**config.mk**
```make
export PLATFORM = sky130hd
export DESIGN_NAME = vid422_fmt
export DESIGN_NICKNAME = d
export VERILOG_FILES = /design/src/rtl/vid422_pkg.sv /design/src/rtl/vid422_tick.sv /design/src/rtl/vid422_dly.sv /design/src/rtl/vid422_map.sv /design/src/rtl/vid422_fmt.sv
export SDC_FILE = /design/constraint.sdc
export NUM_CORES = 1
export LEC_CHECK = 0
export CORE_ASPECT_RATIO = 0.7
export CORE_UTILIZATION = 56
export CTS_CLUSTER_SIZE = 14
export DETAILED_ROUTE_END_ITERATION = 16
export DONT_BUFFER_PORTS = 1
export GPL_ROUTABILITY_DRIVEN = 0
export PLACE_DENSITY_LB_ADDON = 0.2
export SLEW_MARGIN = 20
export SYNTH_ARGS = -nofsm -noshare
export SYNTH_HDL_FRONTEND = slang
export SYNTH_SLANG_ARGS = --single-unit
```
**constraint.sdc**
```tcl
create_clock -name clk -period 1.6 [get_ports clk]
set_input_delay 0.16 -clock clk [delete_from_list [all_inputs] [get_ports clk]]
set_output_delay 0.16 -clock clk [all_outputs]
set_load 0.01 [all_outputs]
```
**src/rtl/vid422_pkg.sv**
```systemverilog
package vid422_pkg;
    localparam int SW = 10;
    localparam int PW = 2 * SW;
    localparam int LSB_PAD = SW - 8;

    typedef enum logic [1:0] {
        FMT_N8  = 2'd0,
        FMT_N10 = 2'd1,
        FMT_W16 = 2'd2,
        FMT_W20 = 2'd3
    } fmt_e;

    typedef enum logic [1:0] {
        SL_DATA = 2'd0,
        SL_PRE  = 2'd1,
        SL_XY   = 2'd2
    } slot_e;

    typedef struct packed {
        logic [SW-1:0] y;
        logic [SW-1:0] c;
        logic          f;
        logic          v;
        logic          h;
    } pix_t;

    localparam logic [SW-1:0] CLIP_LO = SW'(1 << LSB_PAD);
    localparam logic [SW-1:0] CLIP_HI = SW'((1 << SW) - 1 - (1 << LSB_PAD));
    localparam logic [SW-1:0] Y_BLACK = SW'(16 << LSB_PAD);
    localparam logic [SW-1:0] C_BLACK = SW'(1 << (SW - 1));

    function automatic logic [SW-1:0] clamp_s(input logic [SW-1:0] s);
        if (s < CLIP_LO)      return CLIP_LO;
        else if (s > CLIP_HI) return CLIP_HI;
        else                  return s;
    endfunction

    function automatic logic [7:0] status_b(input logic f, input logic v, input logic h);
        return {1'b1, f, v, h, v ^ h, f ^ h, f ^ v, f ^ v ^ h};
    endfunction
endpackage

```
**src/rtl/vid422_tick.sv**
```systemverilog
module vid422_tick (
    input  logic clk,
    input  logic rst_n,
    output logic take
);
    typedef struct packed {
        logic ph;
    } tick_t;

    tick_t st_d, st_q;

    always_comb begin
        st_d    = st_q;
        st_d.ph = ~st_q.ph;
    end

    always_ff @(posedge clk or negedge rst_n) begin
        if (!rst_n) st_q <= '0;
        else        st_q <= st_d;
    end

    assign take = ~st_q.ph;
endmodule

```
**src/rtl/vid422_dly.sv**
```systemverilog
module vid422_dly
    import vid422_pkg::*;
(
    input  logic  clk,
    input  logic  rst_n,
    input  logic  adv,
    input  pix_t  px_in,
    output pix_t  px_cur,
    output slot_e slot,
    output logic  h_code
);
    localparam pix_t PIX_IDLE = '{y: '0, c: '0, f: 1'b0, v: 1'b1, h: 1'b1};

    typedef struct packed {
        pix_t s0;
        pix_t s1;
        pix_t s2;
        logic h3;
        logic h4;
    } dly_t;

    dly_t st_d, st_q;

    always_comb begin
        st_d = st_q;
        if (adv) begin
            st_d.s0 = px_in;
            st_d.s1 = st_q.s0;
            st_d.s2 = st_q.s1;
            st_d.h3 = st_q.s2.h;
            st_d.h4 = st_q.h3;
        end
    end

    always_ff @(posedge clk or negedge rst_n) begin
        if (!rst_n) st_q <= '{s0: PIX_IDLE, s1: PIX_IDLE, s2: PIX_IDLE, h3: 1'b1, h4: 1'b1};
        else        st_q <= st_d;
    end

    always_comb begin
        slot   = SL_DATA;
        h_code = 1'b0;
        if (st_q.s2.h) begin
            if (!st_q.h3) begin
                slot   = SL_PRE;
                h_code = 1'b1;
            end else if (!st_q.h4) begin
                slot   = SL_XY;
                h_code = 1'b1;
            end else if (!st_q.s1.h) begin
                slot   = SL_XY;
            end else if (!st_q.s0.h) begin
                slot   = SL_PRE;
            end
        end
    end

    assign px_cur = st_q.s2;
endmodule

```
**src/rtl/vid422_map.sv**
```systemverilog
module vid422_map
    import vid422_pkg::*;
(
    input  pix_t          px,
    input  slot_e         slot,
    input  logic          h_code,
    input  logic          codes_on,
    input  fmt_e          fmt,
    input  logic          want_c,
    output logic [PW-1:0] word
);
    logic [SW-1:0] yv, cv, lane;

    always_comb begin
        if (codes_on && slot == SL_PRE) begin
            cv = '1;
            yv = '0;
        end else if (codes_on && slot == SL_XY) begin
            cv = '0;
            yv = {status_b(px.f, px.v, h_code), {LSB_PAD{1'b0}}};
        end else if (px.h || px.v) begin
            cv = C_BLACK;
            yv = Y_BLACK;
        end else begin
            cv = clamp_s(px.c);
            yv = clamp_s(px.y);
        end
        lane = want_c ? cv : yv;
        case (fmt)
            FMT_N8:  word = {lane[SW-1:LSB_PAD], {(PW-8){1'b0}}};
            FMT_N10: word = {lane, {SW{1'b0}}};
            FMT_W16: word = {yv[SW-1:LSB_PAD], {LSB_PAD{1'b0}},
                             cv[SW-1:LSB_PAD], {LSB_PAD{1'b0}}};
            default: word = {yv, cv};
        endcase
    end
endmodule

```
**src/rtl/vid422_fmt.sv**
```systemverilog
module vid422_fmt
    import vid422_pkg::*;
(
    input  logic          clk,
    input  logic          rst_n,
    input  logic [1:0]    fmt_sel,
    input  logic          sync_en,
    input  logic [SW-1:0] luma_in,
    input  logic [SW-1:0] chroma_in,
    input  logic          fld_in,
    input  logic          vblk_in,
    input  logic          hblk_in,
    output logic          take_px,
    output logic [PW-1:0] px_out
);
    typedef struct packed {
        fmt_e          fmt;
        logic          emb;
        logic [PW-1:0] out;
    } top_t;

    top_t          st_d, st_q;
    pix_t          px_in, px_cur;
    slot_e         slot;
    logic          h_code;
    logic [PW-1:0] word;
    logic [1:0]    fmt_now;

    assign px_in = '{y: luma_in, c: chroma_in, f: fld_in, v: vblk_in, h: hblk_in};

    vid422_tick u_tick (
        .clk   (clk),
        .rst_n (rst_n),
        .take  (take_px)
    );

    vid422_dly u_dly (
        .clk    (clk),
        .rst_n  (rst_n),
        .adv    (take_px),
        .px_in  (px_in),
        .px_cur (px_cur),
        .slot   (slot),
        .h_code (h_code)
    );

    vid422_map u_map (
        .px       (px_cur),
        .slot     (slot),
        .h_code   (h_code),
        .codes_on (st_q.emb),
        .fmt      (st_q.fmt),
        .want_c   (~take_px),
        .word     (word)
    );

    always_comb begin
        st_d = st_q;
        if (take_px) begin
            st_d.fmt = fmt_e'(fmt_sel);
            st_d.emb = sync_en;
        end
        if (!st_q.fmt[1] || !take_px) st_d.out = word;
    end

    always_ff @(posedge clk or negedge rst_n) begin
        if (!rst_n) st_q <= '{fmt: FMT_N8, emb: 1'b1, out: '0};
        else        st_q <= st_d;
    end

    assign px_out  = st_q.out;
    assign fmt_now = st_q.fmt;
endmodule

```
==> results of run 1 <==
layer usage:
metal | vias up | share of wire [%] | wire length [um]
met5 | - | 0 | 0
met4 | 0 | 1.3 | 104
met3 | 11 | 9.0 | 691
met2 | 93 | 44 | 3380
met1 | 1312 | 46 | 3540
li1 | 1211 | - | -
layout make-up:
cell class / count / area [um^2] / share of cell area [%]
Timing Repair Buffer: 43 / 417 / 8.83
Clock buffer: 11 / 131 / 2.78
Tap cell: 94 / 118 / 2.49
Inverter: 5 / 18.8 / 0.398
Multi-Input combinational cell: 190 / 1600 / 33.8
Clock inverter: 3 / 46.3 / 0.981
Sequential cell: 95 / 2390 / 50.7
report_power, final:
part	total [uW]	switching [uW]	leakage (uW)	internal (uW)
sequential	2650	115	0.00113	2530
combinational	308	124	0.000765	184
clock	1480	770	0.0000855	709
total	4430	1010	0.00198	3430
logic make-up (layout without fill, tap and decap cells):
kind of cell              after synthesis  count (layout)  share of synthesized area, %
DFF                                    95              95                          59.1
xor gates and xnor gates                2               2                         0.434
buffers and inverters                  23              62                          2.69
AOI/OAI and AO/OA                      55              55                          10.0
and+or+nand+nor                        60              60                          7.37
muxes                                  73              73                          20.3
what timing repair did:
action,in CTS,in global routing
resized for setup,4,10
endpoints found under the hold margin,121,95
endpoints found under the setup margin,6,11
worst min-delay path by stage:
stage | from | slack, ns | cells past startpoint | end
floorplan | rst_n | -0.14 | 0 | fmt_now[0]
global placement | rst_n | -0.13 | 0 | u_dly.st_q[65]
detailed placement | rst_n | -0.13 | 0 | u_dly.st_q[42]
CTS | rst_n | -0.54 | 0 | u_dly.st_q[42]
global route | rst_n | -0.55 | 0 | fmt_now[1]
finish | rst_n | -0.52 | 0 | u_dly.st_q[42]
placed cells by master (no fill, tap or decap), drive strengths merged, types with 4 or more instances in the layout:
| master | count |
|---|---|
| nand2 | 24 |
| clkbuf | 11 |
| nor4 | 7 |
| o21ai | 10 |
| mux2 | 73 |
| dfrtp | 86 |
| a21oi | 5 |
| dlygate4sd3 | 26 |
| inv | 4 |
| buf | 17 |
| nor2 | 9 |
| dfstp | 9 |
| nand3 | 6 |
| nand4 | 4 |
| a211oi | 4 |
| a31oi | 4 |
| o221ai | 4 |
state kept, by name, indices dropped and copies added, names as in the netlist:
signal        cells
fmt_now           2
u_tick.st_q       1
st_q              1
px_out           20
u_dly.st_q       48
u_dly.px_cur     23
critical path, cell delays in order (launching register included):
cell      delay (ns)
dfstp_2         0.61
nand3b_1        0.13
a21oi_1         0.19
buf_4           0.18
nor4_1          0.06
a221o_1         0.29
per-stage QoR:
stage / setup slack, ns / cell area (um^2) / hold slack [ns]
2_1_floorplan: 0.0282 / 4040 / -0.136
3_3_place_gp: -0.00266 / 4220 / -0.133
3_5_place_dp: -0.0843 / 4220 / -0.134
4_1_cts: 0.0119 / 4670 / -0.536
5_1_grt: -0.0249 / 4720 / -0.551
6_report: 0.0126 / 4720 / -0.519
==> run metrics, run 1 <==
layout cells sized above 1=36.9%; number of placed I/O pins=49; WP data arrival=1.83 ns; outcome=finished with violations; # setup viols final=0; Global Route Usage Sum=22.5%; Starting Density=59.0%; gr busiest metal=met2; Mapped Cells=308; initial antenna violation count=0; Root Driver=clkbuf_8; post-CTS setup buffers=0; Yosys cell types=49; Hold Crit Class=primary input to async pin; Synth Flop Type=dfrtp_1; Die Wd=104 um; sequential area share after synthesis=59.1%; CTS hold repair buffers=26; H-tree Lvls=3; worst hold margin=-0.519 ns; most common cell in the netlist=dfrtp_1; Final Hold Vio Count=95; Clock Sinks=95; post-synth top area cell=dfrtp_1; RSZ-0062 raised after global routing=yes; Clock transition at path regs=0.08 ns; critical path class=flip-flop to flip-flop; CP endpoint kind=flip-flop; minimum clock period=1.59 ns; Die H=73.1 um; Fin Setup TNS=0 ns; vias in the first global route=2,501; Slew headroom=71.3%; drt wl/cell=17.5 um; final WL=7.72 mm; ranking of synthesized cells by area=dfrtp_1 (53%), mux2_2 (20%), dfstp_2 (5.9%), nand2_1 (2.2%), buf_2 (1.4%); worst r2r path cells=5; Yosys top cell area share=53.3%; Synth-to-Final Area Change=16.8%; crit start category=flip-flop; DRT iter0 DRCs=142; Leak=0.00198 uW; CP Launch Point=u_dly.st_q[0]; Final Skew=0.0134 ns; overall power=4430 uW; FF-to-FF setup slack=0.01 ns; YS warnings=0; M2 GR Usage=32.4%; total CTS buffers=9; post-layout util=68.9%; detailed placement HPWL=5.16 mm; Syn Std Cell Area=0.00404 mm^2; f_max=630 MHz; synth cell count leaders=dfrtp_1 (86), mux2_2 (73), nand2_1 (24); CP endpoint=px_out[16]; RR Startpoint=u_dly.st_q[0]; syn avg cell area=13.1 um^2; Crit Path Max Fanout=8; DRC Markers=0; Worst VDD drop=0.598 mV; # nets final=372; FFs w/ async S/R, synth=100%; routing usage on met3=8.84%; vias=2,627; number of flops mapped to enable cells by yosys=0; first-pass GRT wire length=12.8 mm; FP Rows=25; fin crit share=99.2%; DRT antenna net count=0; largest net degree at the start of global routing=96; Slew Viols, Final=0; Core ar.=0.00685 mm^2; Final Instance Count excl. Fillers=441; full die area=0.00756 mm^2; DRT Pass-1 Iters=4; clk buf depth=2; Least-Margin Pin Slew=0.430 ns; worst reg2reg path endpoint=px_out[16]; Mapped Nets=336; CP required=1.84 ns; FILL cells=485; max cap viols=0; total gr overflow=0; failing checks=negative hold slack; # diodes=0; CTS tree=built; PortBufs=0; met1 GRT Util=31.2%; number of synthesized register bits=95; Cell Pwr Density=939 mW/mm^2; placed cells=401; clock latency on the worst-skew pair=0.36 ns; Via density=5.96
No activity file was read; power rests on OpenSTA's default activity.
==> run 2, diff against run 1 <==
--- a/config.mk
+++ b/config.mk
@@ -6,7 +6,8 @@
 export NUM_CORES = 1
 export LEC_CHECK = 0
 export CORE_ASPECT_RATIO = 0.7
-export CORE_UTILIZATION = 56
+export CORE_UTILIZATION = 59
+export CTS_BUF_LIST = sky130_fd_sc_hd__clkbuf_4 sky130_fd_sc_hd__clkbuf_8 sky130_fd_sc_hd__clkbuf_16
 export CTS_CLUSTER_SIZE = 14
 export DETAILED_ROUTE_END_ITERATION = 16
 export DONT_BUFFER_PORTS = 1
==> constraint.sdc (replaced) <==
create_clock -name clk -period 1.5 [get_ports clk]
set_input_delay 0.15 -clock clk [delete_from_list [all_inputs] [get_ports clk]]
set_output_delay 0.15 -clock clk [all_outputs]
set_load 0.01 [all_outputs]
==> run metrics, run 2 (synthesis results as in run 1) <==
gr busiest metal=met2; Clock transition at path regs=0.09 ns (about the same); Core ar.=0.00643 mm^2 (-6.2%); Final Instance Count excl. Fillers=463 (+5.0%); Top Family by Delay on Critical Path=flip-flops; Root Driver=clkbuf_8; DRC Markers=0 (unchanged); Die H=71.2 um (-2.5%); outcome=finished with violations; clock latency on the worst-skew pair=0.36 ns (about the same); number of placed I/O pins=49 (unchanged); # diodes=0 (unchanged); FP Rows=24 (-4.0%); CP required=1.79 ns (-0.05 ns); WP data arrival=1.93 ns (+0.10 ns); drt wl/cell=20.0 um (+14%); crit start category=flip-flop; vias=2,823 (+7.5%); WP depth=5 (unchanged); Cell Pwr Density=1040 mW/mm^2 (+10%); DRT antenna net count=0 (unchanged); max cap viols=0 (unchanged); DRT Pass-1 Iters=4 (unchanged); worst hold margin=-0.521 ns (-0.00150 ns); Via density=6.10 (+2.4%); most flop-heavy register=u_dly.st_q; most frequent cells in the layout=dfrtp_1 (85), mux2_2 (73), buf_4 (32), dlygate4sd3_1 (26), nand2_1 (23); fin crit share=110% (+10 points); setup ws final=-0.143 ns (-0.155 ns); f_max=609 MHz (-3.4%); detailed placement HPWL=5.53 mm (+7.2%); H-tree Lvls=3 (unchanged); total gr overflow=0 (unchanged); Final Skew=0.00559 ns (-0.00777 ns); Global Route Usage Sum=27.0% (+4.5 points); Synth-to-Final Area Change=26.1%; placed cells=414 (+3.2%); CTS tree=built; slowest CP cell=dfstp_2; Crit Path Max Fanout=8 (unchanged); FILL cells=384 (-21%); PortBufs=0 (unchanged); RSZ-0062 raised after global routing=yes; layout cells sized above 1=45.4% (+8.5 points); first-pass GRT wire length=14.3 mm (+11%); most common cell after layout, fill and taps aside=dfrtp_1; Worst VDD drop=0.638 mV (+6.6%); total CTS buffers=9 (unchanged); Slew headroom=66.4% (-4.8 points); routing usage on met3=10.4% (+1.6 points); worst r2r path cells=5 (unchanged); met1 GRT Util=35.7% (+4.6 points); worst stage delay on the critical path=0.63 ns (+0.02 ns); M2 GR Usage=42.0% (+9.6 points); largest net degree at the start of global routing=96 (unchanged); CTS hold repair buffers=26 (unchanged); Die Wd=101 um (-2.5%); Hold Crit Class=primary input to async pin; CP endpoint kind=flip-flop; full die area=0.00719 mm^2 (-5.0%); Leak=0.00215 uW (+8.5%); failing checks=negative hold slack, negative setup slack; vias in the first global route=2,799 (+12%); Starting Density=62.9% (+3.9 points); final WL=9.24 mm (+20%); Buf+Inv Stages, Crit Path=1 (unchanged); initial antenna violation count=0 (unchanged); Clock Sinks=95 (unchanged); DRT iter0 DRCs=275 (+94%); clk buf depth=2 (unchanged); critical path class=flip-flop to flip-flop; Slew Viols, Final=0 (unchanged); CP Cell Sequence=and3_4, buf_6, a32oi_2, nor4_2, a221o_1; # setup viols final=11 (+11); Least-Margin Pin Slew=0.501 ns (+0.0713 ns); Final Hold Vio Count=95 (unchanged); max reg flops=48 (unchanged); # nets final=395 (+6.2%); minimum clock period=1.64 ns (+0.0552 ns)
==> run 2: cell count changes in the layout (fill, tap and decap cells not counted), sizes merged <==
cell	previous run	this run
buf	17	40
bufinv	1	3
clkbuf	11	10
clkinvlp	1	0
inv	4	6
==> run 2: metrics by stage <==
step                utilization [%]  TNS (ns)  area [um^2]  total power (uW)  setup WS, ns
floorplan                         -   -0.0438         4060              3040       -0.0418
global placement               68.0    -0.324         4370              3150        -0.140
detailed placement             68.0    -0.536         4370              3170        -0.113
CTS                            77.0    -0.353         4950              5260       -0.0836
global route                   79.3     -1.37         5090              5460        -0.161
finish                         79.3    -0.634         5090              5280        -0.143
==> run 2: power by group <==
part           internal, uW  switching (uW)  total [uW]
Combinational           248             180         427
Clock                  1140             884        2020
Sequential             2700             125        2830
Total                  4090            1190        5280
==> run 2: final timing paths <==
check                                     start  slack [ns]              end
min in group clk                     luma_in[4]        0.46   u_dly.st_q[65]
worst max-delay path            u_dly.px_cur[0]       -0.14       px_out[17]
worst max register to register  u_dly.px_cur[0]       -0.14       px_out[17]
max in group asynchronous                 rst_n        1.79  u_dly.px_cur[0]
worst min-delay path                      rst_n       -0.52       px_out[19]
worst min register to register   u_dly.st_q[27]        0.50   u_dly.st_q[27]
==> run 2: layer usage <==
layer,part of all wire [%],up-vias
met5,0,-
met3,9.4,28
met1,40,1412
met4,2.7,0
met2,48,125
li1,-,1258
==> run 2: timing repair <==
item | CTS | global route
setup buffers | 3 | 4
pin swaps | 4 | 9
cloned | 0 | 0
endpoints found under the setup margin | 18 | 26
gates resized for setup | 12 | 23
endpoints found under the hold margin | 121 | 95
==> run 2: worst reg2reg max path, delay by kind of cell (launching register included) <==
family / cells / cell delay, ns
flip-flops: 1 / 0.63
AND/OR/NAND/NOR: 2 / 0.53
AO/OA/AOI/OAI: 2 / 0.30
buffers and inverters: 1 / 0.11
==> run 2: layout make-up <==
cell class | count | area, um^2 | share of cell area, %
sequential | 95 | 2390 | 47.0
clock buffer | 10 | 131 | 2.58
tap | 91 | 114 | 2.24
timing repair buffer | 66 | 617 | 12.1
multi-input combinational | 190 | 1700 | 33.4
clock inverter | 6 | 116 | 2.28
inverter | 5 | 21.3 | 0.418
==> run 3, diff against run 2 <==
--- a/config.mk
+++ b/config.mk
@@ -5,13 +5,13 @@
 export SDC_FILE = /design/constraint.sdc
 export NUM_CORES = 1
 export LEC_CHECK = 0
+export BUFFER_PORTS_ARGS = -buffer_cell sky130_fd_sc_hd__buf_2
 export CORE_ASPECT_RATIO = 0.7
-export CORE_UTILIZATION = 59
+export CORE_UTILIZATION = 57
 export CTS_BUF_LIST = sky130_fd_sc_hd__clkbuf_4 sky130_fd_sc_hd__clkbuf_8 sky130_fd_sc_hd__clkbuf_16
 export CTS_CLUSTER_SIZE = 14
 export DETAILED_ROUTE_END_ITERATION = 16
-export DONT_BUFFER_PORTS = 1
-export GPL_ROUTABILITY_DRIVEN = 0
+export GPL_ROUTABILITY_DRIVEN = 1
 export PLACE_DENSITY_LB_ADDON = 0.2
 export SLEW_MARGIN = 20
 export SYNTH_ARGS = -nofsm -noshare
==> run metrics, run 3 (synthesis results as in run 1) <==
CP endpoint kind=flip-flop; setup ws final=-0.0861 ns (+0.0566 ns); Synth-to-Final Area Change=26.9%; CP required=1.75 ns (-0.04 ns); detailed placement HPWL=6.03 mm (+9.0%); # nets final=424 (+7.3%); Leak=0.00227 uW (+5.7%); Fin Setup TNS=-0.561 ns (+0.0722 ns); most frequent cells in the layout=dfrtp_1 (85), mux2_2 (73), buf_2 (47), buf_4 (42), nand2_1 (22); Worst VDD drop=0.850 mV (+33%); final WL=9.09 mm (-1.7%); total gr overflow=0 (unchanged); DRC Markers=0 (unchanged); initial antenna violation count=0 (unchanged); most flop-heavy register=u_dly.st_q; Clock Sinks=95 (unchanged); drt wl/cell=18.4 um (-7.8%); Global Route Usage Sum=25.4% (-1.6 points); largest net degree at the start of global routing=51 (-47%); Hold Crit Class=primary input to flip-flop; first-pass GRT wire length=14.0 mm (-2.1%); total CTS buffers=9 (unchanged); slowest CP cell=dfstp_2; max cap viols=0 (unchanged); Cell Area, Placed=0.00469 mm^2 (+7.3%); CTS tree=built; Design Area, Final=0.00512 mm^2 (+0.61%); RSZ-0062 raised after global routing=yes; full die area=0.00743 mm^2 (+3.4%); crit start category=flip-flop; vias=2,895 (+2.6%); Starting Density=59.5% (-3.3 points); number of placed I/O pins=49 (unchanged); most common cell after layout, fill and taps aside=dfrtp_1; GP Congestion=0.871; outcome=finished with violations; f_max=630 MHz (+3.6%); Core ar.=0.00679 mm^2 (+5.6%); Slew headroom=69.0% (+2.5 points); vias in the first global route=2,749 (-1.8%); Via density=5.86 (-3.9%); layout cells sized above 1=57.0% (+12 points); Final Skew=0.0113 ns (+0.00575 ns); Crit Path Max Fanout=8 (unchanged); DRT iter0 DRCs=106 (-61%); minimum clock period=1.59 ns (-0.0566 ns); FP Rows=25 (+4.2%); CP Cell Sequence=buf_4, nand2_2, a32oi_2, a21oi_1, a31o_2; worst stage delay on the critical path=0.63 ns (about the same); clk buf depth=2 (unchanged); max reg flops=48 (unchanged); Cell Pwr Density=965 mW/mm^2 (-6.8%); PortBufs=48 (+48); failing checks=negative setup slack; critical path class=flip-flop to flip-flop; WP data arrival=1.84 ns (-0.09 ns); Die Wd=103 um (+1.7%); # diodes=0 (unchanged); FILL cells=447 (+16%); fin crit share=106% (-3.8 points); Least-Margin Pin Slew=0.466 ns (-0.0356 ns); H-tree Lvls=3 (unchanged); # setup viols final=11 (unchanged); DRT Pass-1 Iters=4 (unchanged); Slew Viols, Final=0 (unchanged); Root Driver=clkbuf_8; DRT antenna net count=0 (unchanged); Die H=72.4 um (+1.7%); clock latency on the worst-skew pair=0.36 ns (about the same); Final Hold Vio Count=0 (-100%); Clock transition at path regs=0.09 ns (about the same)
run 3: cell types whose count changed in the layout (fill, tap and decap cells not counted), moves of 2 or more:
cell,before,now
a311oi_1,0,2
bufinv_16,3,1
buf_4,32,42
a211oi_1,3,0
a311oi_2,3,1
inv_6,2,0
dlygate4sd3_1,26,1
buf_6,5,1
a211oi_2,1,3
buf_2,0,47
clkinv_2,0,3
run 3: timing repair:
action / 4_1_cts / 5_1_grt
resized for setup: 11 / 27
pin swaps: 5 / 10
endpoints found under the hold margin: 25 / 0
setup buffers: 3 / 3
endpoints found under the setup margin: 13 / 17
hold buffers: 1 / 0
run 3: worst paths after layout:
check	start	endpoint	slack, ns	cells past startpoint
min reg2reg	u_dly.st_q[63]	u_dly.st_q[40]	0.50	1
max in group asynchronous	rst_n	u_dly.st_q[45]	0.60	3
min in group asynchronous	rst_n	u_dly.st_q[55]	0.28	2
max reg2reg	u_dly.st_q[0]	px_out[13]	-0.09	5
max	u_dly.st_q[0]	px_out[13]	-0.09	5
min	chroma_in[6]	u_dly.st_q[57]	0.01	2
run 3: cell type report:
cell class	count	area [um^2]	area share, %
Clock buffer	9	124	2.42
Clock inverter	6	62.6	1.22
Inverter	5	22.5	0.439
Multi-Input combinational cell	190	1750	34.2
Sequential cell	95	2390	46.7
Tap cell	94	118	2.29
Timing Repair Buffer	95	652	12.7
run 3: per-stage QoR:
step	power [uW]	util (%)	instances	hold slack, ns	setup WS (ns)
4_1_cts	4920	72.9	491	0.00185	-0.0480
3_5_place_dp	3310	69.0	473	0.127	-0.126
5_1_grt	5110	75.5	494	0.00147	-0.114
2_1_floorplan	3040	-	308	-0.146	-0.0418
3_3_place_gp	3280	69.0	473	0.127	-0.0605
6_report	4950	75.5	494	0.0113	-0.0861
run 3: report_power, final:
group	leakage, uW	internal (uW)	switching, uW
logic	0.00104	268	256
clock network	0.0000988	758	861
registers	0.00113	2700	103
total	0.00227	3730	1220
run 3: per-layer routing:
| metal | GRT usage [%] | vias up | part of all wire, % |
|---|---|---|---|
| li1 | - | 1321 | - |
| met2 | 38.9 | 107 | 47 |
| met3 | 5.30 | 20 | 6.1 |
| met1 | 36.6 | 1447 | 45 |
| met5 | 0 | - | 0 |
| met4 | 7.94 | 0 | 2.1 |
run 3: worst max-delay path: cells and delay by family (launching register included):
family	cells	cell delay, ns
flip-flops	1	0.63
AO/OA/AOI/OAI	3	0.61
buffers and inverters	1	0.15
AND/OR/NAND/NOR	1	0.10
